### src/rtl/rst_seq_pkg.sv
package rst_seq_pkg;

  typedef enum logic [2:0] {
    ST_IDLE,
    ST_LOCKW,
    ST_SCAN,
    ST_HOLD,
    ST_FIRE,
    ST_HOLD_ALL,
    ST_FIN
  } seq_state_t;

endpackage

### src/rtl/rst_seq_sync.sv
module rst_seq_sync #(
  parameter int           W       = 1,
  parameter int           STAGES  = 2,
  parameter logic [W-1:0] RST_VAL = '0
) (
  input  logic         clk,
  input  logic         rst_n,
  input  logic [W-1:0] d,
  output logic [W-1:0] q
);

  logic [W-1:0] pipe [STAGES];

  always_ff @(posedge clk or negedge rst_n) begin
    if (!rst_n) begin
      for (int s = 0; s < STAGES; s++) pipe[s] <= RST_VAL;
    end else begin
      pipe[0] <= d;
      for (int s = 1; s < STAGES; s++) pipe[s] <= pipe[s-1];
    end
  end

  assign q = pipe[STAGES-1];

endmodule

### src/rtl/rst_seq_cell.sv
module rst_seq_cell #(
  parameter int DUR_W = 5,
  parameter bit GATED = 1'b0
) (
  input  logic             clk,
  input  logic             rst_n,
  input  logic             clr,
  input  logic             seq_go,
  input  logic             solo_go,
  input  logic             rdy,
  input  logic [DUR_W-1:0] dur,
  output logic             act_o,
  output logic             own_o
);

  logic [DUR_W-1:0] cnt_q, cnt_d;
  logic             act_q, act_d;
  logic             own_q, own_d;
  logic             cnt_en;
  logic             load;
  logic             last;
  logic             may_end;

  assign load    = seq_go | solo_go;
  assign last    = act_q && (cnt_q == DUR_W'(1));
  assign may_end = !(GATED && own_q) || rdy;

  always_comb begin
    cnt_en = 1'b0;
    cnt_d  = cnt_q;
    act_d  = act_q;
    own_d  = own_q;
    if (clr) begin
      cnt_en = 1'b1;
      cnt_d  = '0;
      act_d  = 1'b0;
      own_d  = 1'b0;
    end else if (load) begin
      cnt_en = 1'b1;
      cnt_d  = (dur == '0) ? DUR_W'(1) : dur;
      act_d  = 1'b1;
      own_d  = seq_go;
    end else if (last) begin
      if (may_end) begin
        act_d = 1'b0;
        own_d = 1'b0;
      end
    end else if (act_q) begin
      cnt_en = 1'b1;
      cnt_d  = cnt_q - 1'b1;
    end
  end

  always_ff @(posedge clk or negedge rst_n) begin
    if (!rst_n) begin
      cnt_q <= '0;
      act_q <= 1'b0;
      own_q <= 1'b0;
    end else begin
      if (cnt_en) cnt_q <= cnt_d;
      act_q <= act_d;
      own_q <= own_d;
    end
  end

  assign act_o = act_q;
  assign own_o = own_q;

endmodule

### src/rtl/rst_seq_ctrl.sv
module rst_seq_ctrl
  import rst_seq_pkg::*;
#(
  parameter int               PMA_W     = 7,
  parameter int               PCS_W     = 4,
  parameter int               DUR_W     = 5,
  parameter int               SYNC_N    = 2,
  parameter logic [PMA_W-1:0] PMA_VALID = 7'b1110011
) (
  input  logic                           clk,
  input  logic                           rst_n,
  input  logic                           mst_rst_i,
  input  logic                           pll_lock_i,
  input  logic                           user_rdy_i,
  input  logic                           seq_mode_i,
  input  logic [PMA_W-1:0]               pma_mask_i,
  input  logic [PCS_W-1:0]               pcs_mask_i,
  input  logic [(PMA_W+PCS_W)*DUR_W-1:0] dur_i,
  input  logic [PMA_W+PCS_W-1:0]         solo_req_i,
  output logic [PMA_W-1:0]               pma_rst_o,
  output logic [PCS_W-1:0]               pcs_rst_o,
  output logic                           done_o
);

  localparam int NSTG = PMA_W + PCS_W;
  localparam int IDXW = $clog2(NSTG + 1);
  localparam logic [NSTG-1:0] LIVE_MASK = {{PCS_W{1'b1}}, PMA_VALID};

  logic             mst_s, lock_s, rdy_s;
  seq_state_t       st_q, st_d;
  logic [IDXW-1:0]  idx_q, idx_d;
  logic [IDXW-1:0]  nxt_idx;
  logic             nxt_found;
  logic             mode_q, mode_d;
  logic             done_q;
  logic [NSTG-1:0]  eff_mask;
  logic [NSTG-1:0]  seq_go;
  logic [NSTG-1:0]  act;
  logic [NSTG-1:0]  own;

  rst_seq_sync #(
    .W       (3),
    .STAGES  (SYNC_N),
    .RST_VAL (3'b001)
  ) u_sync (
    .clk   (clk),
    .rst_n (rst_n),
    .d     ({user_rdy_i, pll_lock_i, mst_rst_i}),
    .q     ({rdy_s, lock_s, mst_s})
  );

  assign eff_mask = {pcs_mask_i, pma_mask_i} & LIVE_MASK;

  // lowest enabled slot at or above the current pointer
  always_comb begin
    nxt_found = 1'b0;
    nxt_idx   = '0;
    for (int i = NSTG - 1; i >= 0; i--) begin
      if (eff_mask[i] && (i >= int'(idx_q))) begin
        nxt_found = 1'b1;
        nxt_idx   = IDXW'(i);
      end
    end
  end

  always_comb begin
    seq_go = '0;
    if (!mst_s) begin
      if (st_q == ST_SCAN && nxt_found) seq_go[nxt_idx] = 1'b1;
      if (st_q == ST_FIRE)              seq_go = eff_mask;
    end
  end

  always_comb begin
    st_d   = st_q;
    idx_d  = idx_q;
    mode_d = mode_q;
    if (mst_s) begin
      st_d = ST_IDLE;
    end else begin
      case (st_q)
        ST_IDLE:  st_d = ST_LOCKW;
        ST_LOCKW: begin
          if (lock_s) begin
            mode_d = seq_mode_i;
            idx_d  = '0;
            st_d   = seq_mode_i ? ST_SCAN : ST_FIRE;
          end
        end
        ST_SCAN: begin
          if (nxt_found) begin
            idx_d = nxt_idx;
            st_d  = ST_HOLD;
          end else begin
            st_d = ST_FIN;
          end
        end
        ST_HOLD: begin
          if (!own[idx_q]) begin
            idx_d = idx_q + 1'b1;
            st_d  = ST_SCAN;
          end
        end
        ST_FIRE:     st_d = ST_HOLD_ALL;
        ST_HOLD_ALL: if (own == '0) st_d = ST_FIN;
        ST_FIN:      st_d = ST_FIN;
        default:     st_d = ST_IDLE;
      endcase
    end
  end

  always_ff @(posedge clk or negedge rst_n) begin
    if (!rst_n) begin
      st_q   <= ST_IDLE;
      idx_q  <= '0;
      mode_q <= 1'b0;
      done_q <= 1'b0;
    end else begin
      st_q   <= st_d;
      idx_q  <= idx_d;
      mode_q <= mode_d;
      done_q <= (st_d == ST_FIN);
    end
  end

  for (genvar g = 0; g < NSTG; g++) begin : g_stage
    if (LIVE_MASK[g]) begin : g_cell
      rst_seq_cell #(
        .DUR_W (DUR_W),
        .GATED (g >= PMA_W)
      ) u_cell (
        .clk     (clk),
        .rst_n   (rst_n),
        .clr     (mst_s),
        .seq_go  (seq_go[g]),
        .solo_go (solo_req_i[g]),
        .rdy     (rdy_s),
        .dur     (dur_i[g*DUR_W +: DUR_W]),
        .act_o   (act[g]),
        .own_o   (own[g])
      );
    end else begin : g_void
      assign act[g] = 1'b0;
      assign own[g] = 1'b0;
    end
  end

  assign pma_rst_o = act[PMA_W-1:0];
  assign pcs_rst_o = act[NSTG-1:PMA_W];
  assign done_o    = done_q;

endmodule

### config.mk
export PLATFORM = sky130hd
export DESIGN_NAME = rst_seq_ctrl
export DESIGN_NICKNAME = d
export VERILOG_FILES = /design/src/rtl/rst_seq_pkg.sv /design/src/rtl/rst_seq_sync.sv /design/src/rtl/rst_seq_cell.sv /design/src/rtl/rst_seq_ctrl.sv
export SDC_FILE = /design/constraint.sdc
export NUM_CORES = 1
export LEC_CHECK = 0
export BUFFER_PORTS_ARGS = -buffer_cell sky130_fd_sc_hd__clkbuf_2
export CAP_MARGIN = 10
export CORE_ASPECT_RATIO = 1.2
export CORE_MARGIN = 5
export CORE_UTILIZATION = 30
export DETAILED_ROUTE_END_ITERATION = 10
export GPL_TIMING_DRIVEN = 0
export PLACE_DENSITY = 0.51
export SLEW_MARGIN = 5
export SYNTH_ARGS = -nofsm -noshare
export SYNTH_HDL_FRONTEND = slang
export SYNTH_SLANG_ARGS = --single-unit
### constraint.sdc
create_clock -name clk -period 3.36 [get_ports clk]
set_clock_uncertainty 0.2 [all_clocks]
set_input_delay 0.168 -clock clk [delete_from_list [all_inputs] [get_ports clk]]
set_output_delay 0.168 -clock clk [all_outputs]
set_load 0.05 [all_outputs]
==> flow_metrics.py, run 1 <==
metrics = {
    "grt": {
        "grt_pass1_wl_um": 24900,
        "antenna_found_initial": 0,
        "grt_max_degree": 40,
        "gr-usage-all-layers_pct": 15.8,
        "grt_pass1_vias": 4870,
        "grt_overflow": 0,
    },
    "power_and_ir_drop": {
        "leakagePower_uw": 0.00298,
        "ir_drop_mv": 0.197,
        "p_per_area_nw_per_um2": 410,
        "power.total_uw": 2790,
    },
    "final_layout": {
        "antenna_cells": 0,
        "syn2layout_area_growth_pct": 31.2,
        "drive_gt1_share_pct": 20.0,
        "stdcell_area_um2": 6800,
        "final_common_cell": "clkbuf_2",
        "nNetsFinal": 819,
        "layout_common_cells": "clkbuf_2 (76), dfrtp_1 (75), dlygate4sd3_1 (59)",
        "fillers": 1709,
    },
    "critical_path": {
        "cp.arrival_ns": 3.06,
        "critPathKind": "reg -> reg",
        "cp.required_ns": 3.34,
        "start_kind": "flip-flop",
        "critPathMaxFanout": 10,
        "cp-end-kind": "flip-flop",
    },
    "floorplanning": {
        "die_h_um": 154,
        "design.portCount": 95,
        "initial_core_util_pct": 30.6,
        "design.die.area_um2": 20000,
        "fp.dieW_um": 130,
        "core_um2": 16900,
        "row_count": 52,
    },
    "detailed_routing": {
        "drtIter0Drc": 274,
        "drc": 0,
        "wire_per_inst_um": 16.6,
        "firstDrtPassIters": 5,
        "ant_nets": 0,
        "drt-total-wl_um": 15600,
        "viasPerCell": 5.18,
        "vias": 4845,
    },
    "timing": {
        "fmax_mhz": 324,
        "fin_crit_ns": 3.09,
        "worst_slew_pin_slew_ns": 0.817,
        "slew_headroom_pct": 45.5,
        "final.period_utilization_pct": 91.8,
        "hold_viol": 1,
        "hold-worst-slack_ns": -0.000513,
        "rsz0062_at_grt": "no",
        "report.final.slew_viol_count": 0,
        "fin_tns_setup_ns": 0,
        "setup_violations": 0,
    },
    "clocking": {
        "cts_tree": "done",
        "clock-root-buffer": "clkbuf_16",
        "htree_levels": 3,
        "cts_buffers": 9,
        "clk_pin_slew_ns": 0.06,
        "clk_latency_ns": 0.34,
        "cts.sinks": 77,
        "clock_path_buffers": 2,
    },
    "synthesis": {
        "synth.avg_cell_area_um2": 9.20,
        "seq_area_frac_synth_pct": 37.3,
        "syn_inst": 563,
        "synth_top_flop_cell": "dfrtp_1",
        "yosysTopAreaCell": "dfrtp_1",
        "synthTopCellsByArea": "dfrtp_1 (36%), ha_1 (5.1%), nand2_1 (3.3%)",
        "netlist_area_um2": 5180,
        "synth_warnings": 0,
        "synthArstFlopShare_pct": 100,
        "synth_top_area_share_pct": 36.2,
        "synthDistinctLibCells": 74,
        "synth_edf_count": 0,
        "synth-seq-cells": 77,
    },
    "placed_design": {
        "gp_congestion": 0.921,
        "placed_area_um2": 5860,
        "hpwl_um": 11500,
        "io_buffers": 77,
    },
    "min_path": {
        "hp-class": "in -> reg",
    },
    "flow_run": {
        "maxCapViolCount": 0,
    },
    "outcome": {
        "status": "finished with violations",
        "violations": "hold timing",
    },
}
==> final timing paths <==
path                       depth (start not counted)  slack, ns                                       endpoint                startpoint
setup / recovery                                  10       0.27  g_stage[9].g_cell.u_cell.cnt_q[0]$_DFFE_PN0P_      idx_q[1]$_DFFE_PN0P_
hold / removal                                     3    -0.0005     g_stage[0].g_cell.u_cell.own_o$_DFFE_PN0P_             pma_mask_i[0]
min in group asynchronous                          2       0.18  g_stage[5].g_cell.u_cell.cnt_q[3]$_DFFE_PN0P_                     rst_n
hold reg to reg                                    0       0.15                          u_sync.q[1]$_DFF_PN0_  u_sync.pipe[4]$_DFF_PN0_
max in group asynchronous                          3       2.15                           idx_q[3]$_DFFE_PN0P_                     rst_n
setup reg to reg                                  10       0.27  g_stage[9].g_cell.u_cell.cnt_q[0]$_DFFE_PN0P_      idx_q[1]$_DFFE_PN0P_
==> flip-flops by register name, indices dropped and copies added, names as in the netlist <==
register	count
done_o	1
g_stage.g_cell.u_cell.act_o	9
g_stage.g_cell.u_cell.cnt_q	45
g_stage.g_cell.u_cell.own_o	9
idx_q	4
st_q	3
u_sync.pipe	3
u_sync.q	3
==> Yosys cell counts (3+ instances only) <==
cell type and count:
and2_1 3, xnor2_1 19, inv_1 41, and3_1 3, a21oi_1 26, or4b_2 4
a31oi_1 14, nor2b_1 8, a311o_1 3, o21ai_1 3, nor2_1 43, nor4b_1 6
dfrtp_1 75, nand2_1 45, nand2b_1 14, o211ai_1 7, a211oi_1 18, a221oi_1 9
clkbuf_1 14, buf_4 14, mux2i_1 15, o21ai_0 24, a311oi_1 3, nand3_1 13
or3_1 5, nor3_1 11, ha_1 21, or4_1 5, nor4_1 16, xor2_1 14
nor3b_1 3, nand3b_1 7
==> repair_timing <==
action                                 4_1_cts  5_1_grt
setup endpoints to repair                    0       17
hold buffers                                59        0
resized for setup                            0        3
buffers inserted                             0        4
endpoints found under the hold margin       92        0
==> worst max-delay path: stages (launching register included) <==
cell,delay (ns)
dfrtp_1,0.44
buf_4,0.20
inv_1,0.07
ha_1,0.26
nand2b_1,0.13
a21boi_1,0.11
o32ai_4,0.47
o22ai_2,0.24
buf_4,0.24
a2111oi_0,0.46
a211oi_1,0.09
==> layer usage <==
layer,global-route usage [%],vias up,routed length [um]
met5,0,-,0
met4,5.54,0,296
met3,2.67,20,604
met2,28.0,119,8170
met1,19.0,2362,6500
li1,-,2344,-
==> metrics by stage <==
step | hold WS (ns) | util, % | instances | setup WS (ns)
floorplan | -0.328 | - | 564 | 0.528
global placement | 0.0558 | 34.5 | 857 | 0.0499
detailed placement | 0.0272 | 34.6 | 858 | 0.0339
CTS | 0.000508 | 40.0 | 933 | 0.0179
global route | 0.0162 | 40.2 | 936 | 0.0608
finish | -0.000513 | 40.2 | 936 | 0.275
==> area by class of cell <==
type / instances / area, um2 / share of cell area [%]
sequential: 77 / 1930 / 28.4
multi-input combinational: 414 / 2930 / 43.2
clock buffer: 11 / 253 / 3.72
clock inverter: 5 / 57.6 / 0.847
buffer: 30 / 168 / 2.47
inverter: 42 / 158 / 2.32
tap: 216 / 270 / 3.98
timing repair buffer: 141 / 1030 / 15.1
==> cells by family (layout without fill, tap and decap cells) <==
kind of cell	Yosys count	count (layout)	synth area share, %
compound gates	143	143	20.9
xor+xnor	33	33	5.58
simple gates	196	196	20.8
fa+ha+maj	21	21	5.07
flops	77	77	37.3
other cells	1	2	0.0724
mux	19	19	3.99
buf+inv	73	229	6.35
==> power breakdown <==
part	leakage, uW	switching [uW]	internal, uW	total, uW
registers	0.000997	77.4	1000	1080
clock network	0.000156	410	618	1030
logic	0.00183	379	301	679
Note: power is estimated with default switching activity, not from simulation.
==> run 2, diff against run 1 <==
Settings changed: ABC_AREA set to 1, PLACE_DENSITY 0.51 to 0.58, SKIP_CTS_REPAIR_TIMING set to 1.
==> flow_metrics.py, run 2 <==
metrics = {
    "outcome": {
        "status": "finished with violations",
        "violations": "hold timing",
    },
    "synthesis": {
        "synth_top_flop_cell": "dfrtp_1",
        "seq_area_frac_synth_pct": 35.5,
        "synthTopCellsByArea": "dfrtp_1 (34%), nand2_1 (15%), inv_1 (6.8%)",
        "netlist_area_um2": 5440,
        "synthDistinctLibCells": 44,
        "synth_top_area_share_pct": 34.5,
        "ys_top_cells_by_count": "nand2_1 (217), inv_1 (99), dfrtp_1 (75)",
        "synth.avg_cell_area_um2": 7.32,
        "syn_inst": 743,
        "synth-seq-cells": 77,
        "yosysTopAreaCell": "dfrtp_1",
        "synthArstFlopShare_pct": 100,
        "synth_edf_count": 0,
        "synth_warnings": 0,
        "yosysMostFrequentCell": "nand2_1",
    },
    "power_and_ir_drop": {
        "seq_power_share_pct": 38.8,
        "combPwrFrac_pct": 25.4,
        "p_sw_share_pct": 30.7,
        "leakagePower_uw": 0.00353,
        "power.total_uw": 2820,
        "ir_drop_mv": 0.203,
        "p_int_uw": 1950,
        "p_switching_uw": 865,
        "p_per_area_nw_per_um2": 417,
        "pwr-share-clk_pct": 35.8,
    },
    "detailed_routing": {
        "firstDrtPassIters": 4,
        "vias": 5040,
        "viasPerCell": 4.61,
        "wire_per_inst_um": 12.7,
        "drc": 0,
        "drt-total-wl_um": 13800,
        "drtIter0Drc": 213,
        "ant_nets": 0,
    },
    "final_layout": {
        "stdcell_area_um2": 6750,
        "drive_gt1_share_pct": 19.6,
        "layout_common_cells": "nand2_1 (217), inv_1 (99), clkbuf_2 (77)",
        "nNetsFinal": 968,
        "final-seq-area_um2": 1930,
        "multi_input_area_um2": 2960,
        "antenna_cells": 0,
        "largest_reg_flops": 45,
        "syn2layout_area_growth_pct": 24.1,
        "regMostFlops": "g_stage.g_cell.u_cell.cnt_q",
        "fillers": 1873,
        "final_common_cell": "nand2_1",
    },
    "critical_path": {
        "critPathMaxFanout": 8,
        "critPathKind": "reg -> reg",
        "cp-end-kind": "flip-flop",
        "start_kind": "flip-flop",
        "cp.required_ns": 3.37,
        "cp.arrival_ns": 2.82,
        "slowest_delay_ns": 0.52,
        "crit_chain": "inv_1 > ha_1 > o211ai_1 > nand4_1 > nor3_1 > nand2_1 > nand2_1 > inv_1 > nand4_2 > mux2_2",
        "slowest_stage": "dfrtp_1",
    },
    "floorplanning": {
        "design.die.area_um2": 20900,
        "core_um2": 18000,
        "die_h_um": 158,
        "initial_core_util_pct": 30.2,
        "design.portCount": 95,
        "row_count": 54,
        "fp.dieW_um": 133,
    },
    "clocking": {
        "htree_levels": 3,
        "clock-root-buffer": "clkbuf_16",
        "cts.sinks": 77,
        "cts_buffers": 9,
        "clk_pin_slew_ns": 0.05,
        "cts_tree": "done",
        "clk_latency_ns": 0.33,
        "clock_path_buffers": 2,
    },
    "placed_design": {
        "io_buffers": 78,
        "hpwl_um": 10800,
        "gp_congestion": 0.902,
        "dp_slack_ns": 0.565,
        "placed_area_um2": 6140,
    },
    "timing": {
        "setup_slack_ns": 0.550,
        "report.final.slew_viol_count": 0,
        "fmax_mhz": 356,
        "slew_headroom_pct": 48.9,
        "worst_slew_pin_slew_ns": 0.766,
        "hold_viol": 17,
        "setup_violations": 0,
        "hold-worst-slack_ns": -0.0496,
        "final.period_utilization_pct": 83.6,
        "rsz0062_at_grt": "no",
        "fin_tns_setup_ns": 0,
        "fin_crit_ns": 2.81,
    },
    "grt": {
        "grt_max_degree": 48,
        "grt_pass1_vias": 4920,
        "antenna_found_initial": 0,
        "grt_pass1_wl_um": 23000,
        "gr-usage-all-layers_pct": 13.4,
        "grt_overflow": 0,
    },
    "flow_run": {
        "maxCapViolCount": 0,
    },
    "min_path": {
        "hp-class": "in -> reg",
    },
}
-- run 2: area by class of cell --
type                            instances  share of cell area (%)
Buffer                                 17                    1.83
Clock buffer                           15                    4.11
Clock inverter                          1                   0.445
Inverter                              112                    6.34
Multi-Input combinational cell        538                    43.9
Sequential cell                        77                    28.6
Tap cell                              224                    4.15
Timing Repair Buffer                  109                    10.7
-- run 2: logic make-up (layout without fill, tap and decap cells) --
kind of cell    Yosys count  after routing  synth area share, %
simple gates            396            396                 34.9
buf+inv                 129            254                 10.1
compound gates           92             92                 10.1
flops                    77             77                 35.5
xor+xnor                 25             25                 4.02
fa+ha+maj                21             21                 4.83
mux                       2              2                0.414
other cells               1              2               0.0689
-- run 2: layer usage --
metal	up-vias	GRT usage, %	routed length (um)
met5	-	0	0
met4	0	4.06	220
met3	9	2.17	377
met2	86	24.0	6910
met1	2310	16.5	6320
li1	2635	-	-
-- run 2: power by group through the flow --
| stage | combinational (uW) | sequential [uW] | clock [uW] |
|---|---|---|---|
| detailed placement | 696 | 1110 | 0 |
| global route | 815 | 1110 | 1070 |
| global placement | 682 | 1110 | 0 |
| floorplan | 518 | 1090 | 0 |
| finish | 715 | 1090 | 1010 |
| CTS | 697 | 1090 | 1040 |
-- run 2: worst paths after layout --
kind                                     startpoint                                       endpoint  slack, ns  cells past startpoint
max                            idx_q[1]$_DFFE_PN0P_                           idx_q[1]$_DFFE_PN0P_       0.55                     10
min                                       dur_i[32]  g_stage[6].g_cell.u_cell.cnt_q[2]$_DFFE_PN0P_      -0.05                      5
max reg2reg                    idx_q[1]$_DFFE_PN0P_                           idx_q[1]$_DFFE_PN0P_       0.55                     10
min reg2reg                u_sync.pipe[5]$_DFF_PN0_                          u_sync.q[2]$_DFF_PN0_       0.15                      0
max in group asynchronous                     rst_n                       u_sync.pipe[3]$_DFF_PN1_       2.13                      3
min in group asynchronous                     rst_n  g_stage[1].g_cell.u_cell.cnt_q[0]$_DFFE_PN0P_       0.16                      2
-- run 2: per-stage QoR --
step	cells	utilization, %	hold WS, ns
after detailed placement	1047	34.1	-0.00545
after global placement	1046	33.9	0.0782
after floorplan	744	-	-0.328
final	1093	37.4	-0.0496
after CTS	1063	35.8	-0.367
after global routing	1093	37.4	0.000510
-- run 2: worst max-delay path, delay by kind of cell (launching register included) --
kind	cells	cell delay [ns]
muxes	1	0.36
AOI/OAI and AO/OA	1	0.31
DFF	1	0.52
buffers and inverters	2	0.19
adders and majority gates	1	0.26
and+or+nand+nor	5	0.86
==> run 3, diff against run 2 <==
Settings changed: PLACE_DENSITY 0.58 to 0.6.
Clock period 3.36 ns to 2.4 ns, I/O delays scaled along.
==> flow_metrics.py, run 3 (synthesized netlist as in run 2, its figures left out) <==
metrics = {
    "final_layout": {
        "largest_reg_flops": 45,
        "final-seq-area_um2": 1930,
        "fin_cells": 1134,
        "fin_util_pct": 40.7,
        "layout_common_cells": "nand2_1 (198), inv_1 (93), clkbuf_2 (78)",
        "multi_input_area_um2": 3150,
        "syn2layout_area_growth_pct": 34.8,
        "final_common_cell": "nand2_1",
        "drive_gt1_share_pct": 25.7,
        "antenna_cells": 0,
        "stdcell_area_um2": 7330,
        "regMostFlops": "g_stage.g_cell.u_cell.cnt_q",
        "fillers": 1776,
        "nNetsFinal": 1009,
    },
    "floorplanning": {
        "fp.dieW_um": 133,
        "design.portCount": 95,
        "die_h_um": 158,
        "core_um2": 18000,
        "initial_core_util_pct": 30.2,
        "row_count": 54,
        "design.die.area_um2": 20900,
    },
    "timing": {
        "rsz0062_at_grt": "yes",
        "final.period_utilization_pct": 105,
        "report.final.slew_viol_count": 0,
        "slew_headroom_pct": 64.2,
        "setup_slack_ns": -0.120,
        "setup_violations": 34,
        "hold_viol": 8,
        "fmax_mhz": 397,
        "worst_slew_pin_slew_ns": 0.537,
        "hold-worst-slack_ns": -0.0338,
        "fin_crit_ns": 2.52,
    },
    "grt": {
        "grt_overflow": 0,
        "grt_pass1_vias": 4798,
        "grt_pass1_wl_um": 22500,
        "antenna_found_initial": 0,
        "grt_max_degree": 43,
        "gr-usage-all-layers_pct": 13.0,
    },
    "placed_design": {
        "gp_congestion": 0.893,
        "dp_slack_ns": -0.391,
        "dp.cells": 1047,
        "hpwl_um": 10600,
        "io_buffers": 78,
        "placed_area_um2": 6140,
    },
    "clocking": {
        "clk_latency_ns": 0.33,
        "clock-root-buffer": "clkbuf_16",
        "htree_levels": 3,
        "cts_tree": "done",
        "cts.sinks": 77,
        "clock_path_buffers": 2,
        "clk_pin_slew_ns": 0.06,
        "cts_buffers": 9,
    },
    "power_and_ir_drop": {
        "p_sw_share_pct": 30.8,
        "pwr-share-clk_pct": 34.9,
        "ir_drop_mv": 0.282,
        "p_per_area_nw_per_um2": 547,
        "power.total_uw": 4010,
        "leakagePower_uw": 0.00374,
        "combPwrFrac_pct": 27.0,
        "seq_power_share_pct": 38.1,
        "p_int_uw": 2780,
        "p_switching_uw": 1240,
    },
    "critical_path": {
        "reg2reg_slack_ns": -0.12,
        "slowest_delay_ns": 0.42,
        "r2r-end": "g_stage[5].g_cell.u_cell.cnt_q[4]$_DFFE_PN0P_",
        "crit_family": "simple AND/OR/NAND/NOR gates",
        "worst_r2r_path_depth": 16,
        "cp.arrival_ns": 2.58,
        "slowest_stage": "dfrtp_1",
        "critPathKind": "reg -> reg",
        "regToRegStartpoint": "idx_q[0]$_DFFE_PN0P_",
        "cp.required_ns": 2.46,
        "crit_chain": "inv_2 > ha_2 > inv_1 > nand3_1 > nand3_2 > nand4_1 > buf_4 > nand2_4 > nor2_4 > nand4_1 > nand2_2 > nand2_4 > buf_4 > nand3_1 > nand2_1 > o21ai_1",
        "critPathMaxFanout": 5,
        "cp-end-kind": "flip-flop",
        "start_kind": "flip-flop",
        "critPathBufInv": 4,
    },
    "min_path": {
        "min-delay-start": "dur_i[30]",
        "min_path_cells": 7,
        "min_to": "g_stage[6].g_cell.u_cell.cnt_q[0]$_DFFE_PN0P_",
        "hp-class": "in -> reg",
    },
    "outcome": {
        "status": "finished with violations",
        "violations": "hold timing, setup timing",
    },
    "detailed_routing": {
        "firstDrtPassIters": 4,
        "drc": 0,
        "drtIter0Drc": 170,
        "ant_nets": 0,
        "wire_per_inst_um": 12.5,
        "drt-total-wl_um": 14200,
        "viasPerCell": 4.59,
        "vias": 5201,
    },
    "flow_run": {
        "maxCapViolCount": 0,
    },
}
-- run 3: changes by cell type in the layout (fill, tap and decap cells not counted), moves of 6 or more --
cell and change:
dlygate4sd3_1 +20, nand2_1 -19, buf_4 +16, nand2_2 +14, inv_1 -6
-- run 3: worst min-delay path: cells and delay by family --
| kind | cells | cell delay [ns] |
|---|---|---|
| simple gates | 4 | 0.19 |
| buf+inv | 2 | 0.10 |
| compound gates | 1 | 0.05 |
-- run 3: power groups by stage --
stage	sequential, uW	combinational, uW	clock [uW]
3_5_place_dp	1550	967	0
2_1_floorplan	1520	725	0
5_1_grt	1550	1230	1490
3_3_place_gp	1550	953	0
6_report	1530	1080	1400
4_1_cts	1530	971	1450
-- run 3: layer usage --
layer	wire, um	part of all wire, %	vias up	track usage [%]
met1	6270	44	2389	16.3
met3	355	2.5	19	2.21
li1	-	-	2711	-
met5	0	0	-	0
met4	304	2.1	0	4.80
met2	7260	51	82	22.7
-- run 3: worst max path at each step --
stage,cells after the start,end,from
final,16,g_stage[5].g_cell.u_cell.cnt_q[4]$_DFFE_PN0P_,idx_q[0]$_DFFE_PN0P_
after global routing,17,g_stage[5].g_cell.u_cell.cnt_q[2]$_DFFE_PN0P_,idx_q[0]$_DFFE_PN0P_
after floorplan,10,idx_q[0]$_DFFE_PN0P_,idx_q[1]$_DFFE_PN0P_
after CTS,10,idx_q[0]$_DFFE_PN0P_,idx_q[1]$_DFFE_PN0P_
after detailed placement,10,idx_q[0]$_DFFE_PN0P_,idx_q[1]$_DFFE_PN0P_
after global placement,10,idx_q[0]$_DFFE_PN0P_,idx_q[1]$_DFFE_PN0P_
-- run 3: final cells by class --
| cell class | count | area share [%] |
|---|---|---|
| Sequential cell | 77 | 26.3 |
| Inverter | 112 | 5.92 |
| Buffer | 17 | 1.71 |
| Multi-Input combinational cell | 538 | 43.0 |
| Clock inverter | 3 | 0.580 |
| Timing Repair Buffer | 150 | 15.0 |
| Tap cell | 224 | 3.82 |
| Clock buffer | 13 | 3.68 |
-- run 3: stage by stage --
stage | hold slack, ns | TNS, ns
global placement | 0.0296 | -8.45
global route | 0.0133 | -8.20
floorplan | -0.376 | 0
CTS | -0.391 | -11.11
detailed placement | -0.0374 | -8.85
finish | -0.0338 | -1.56
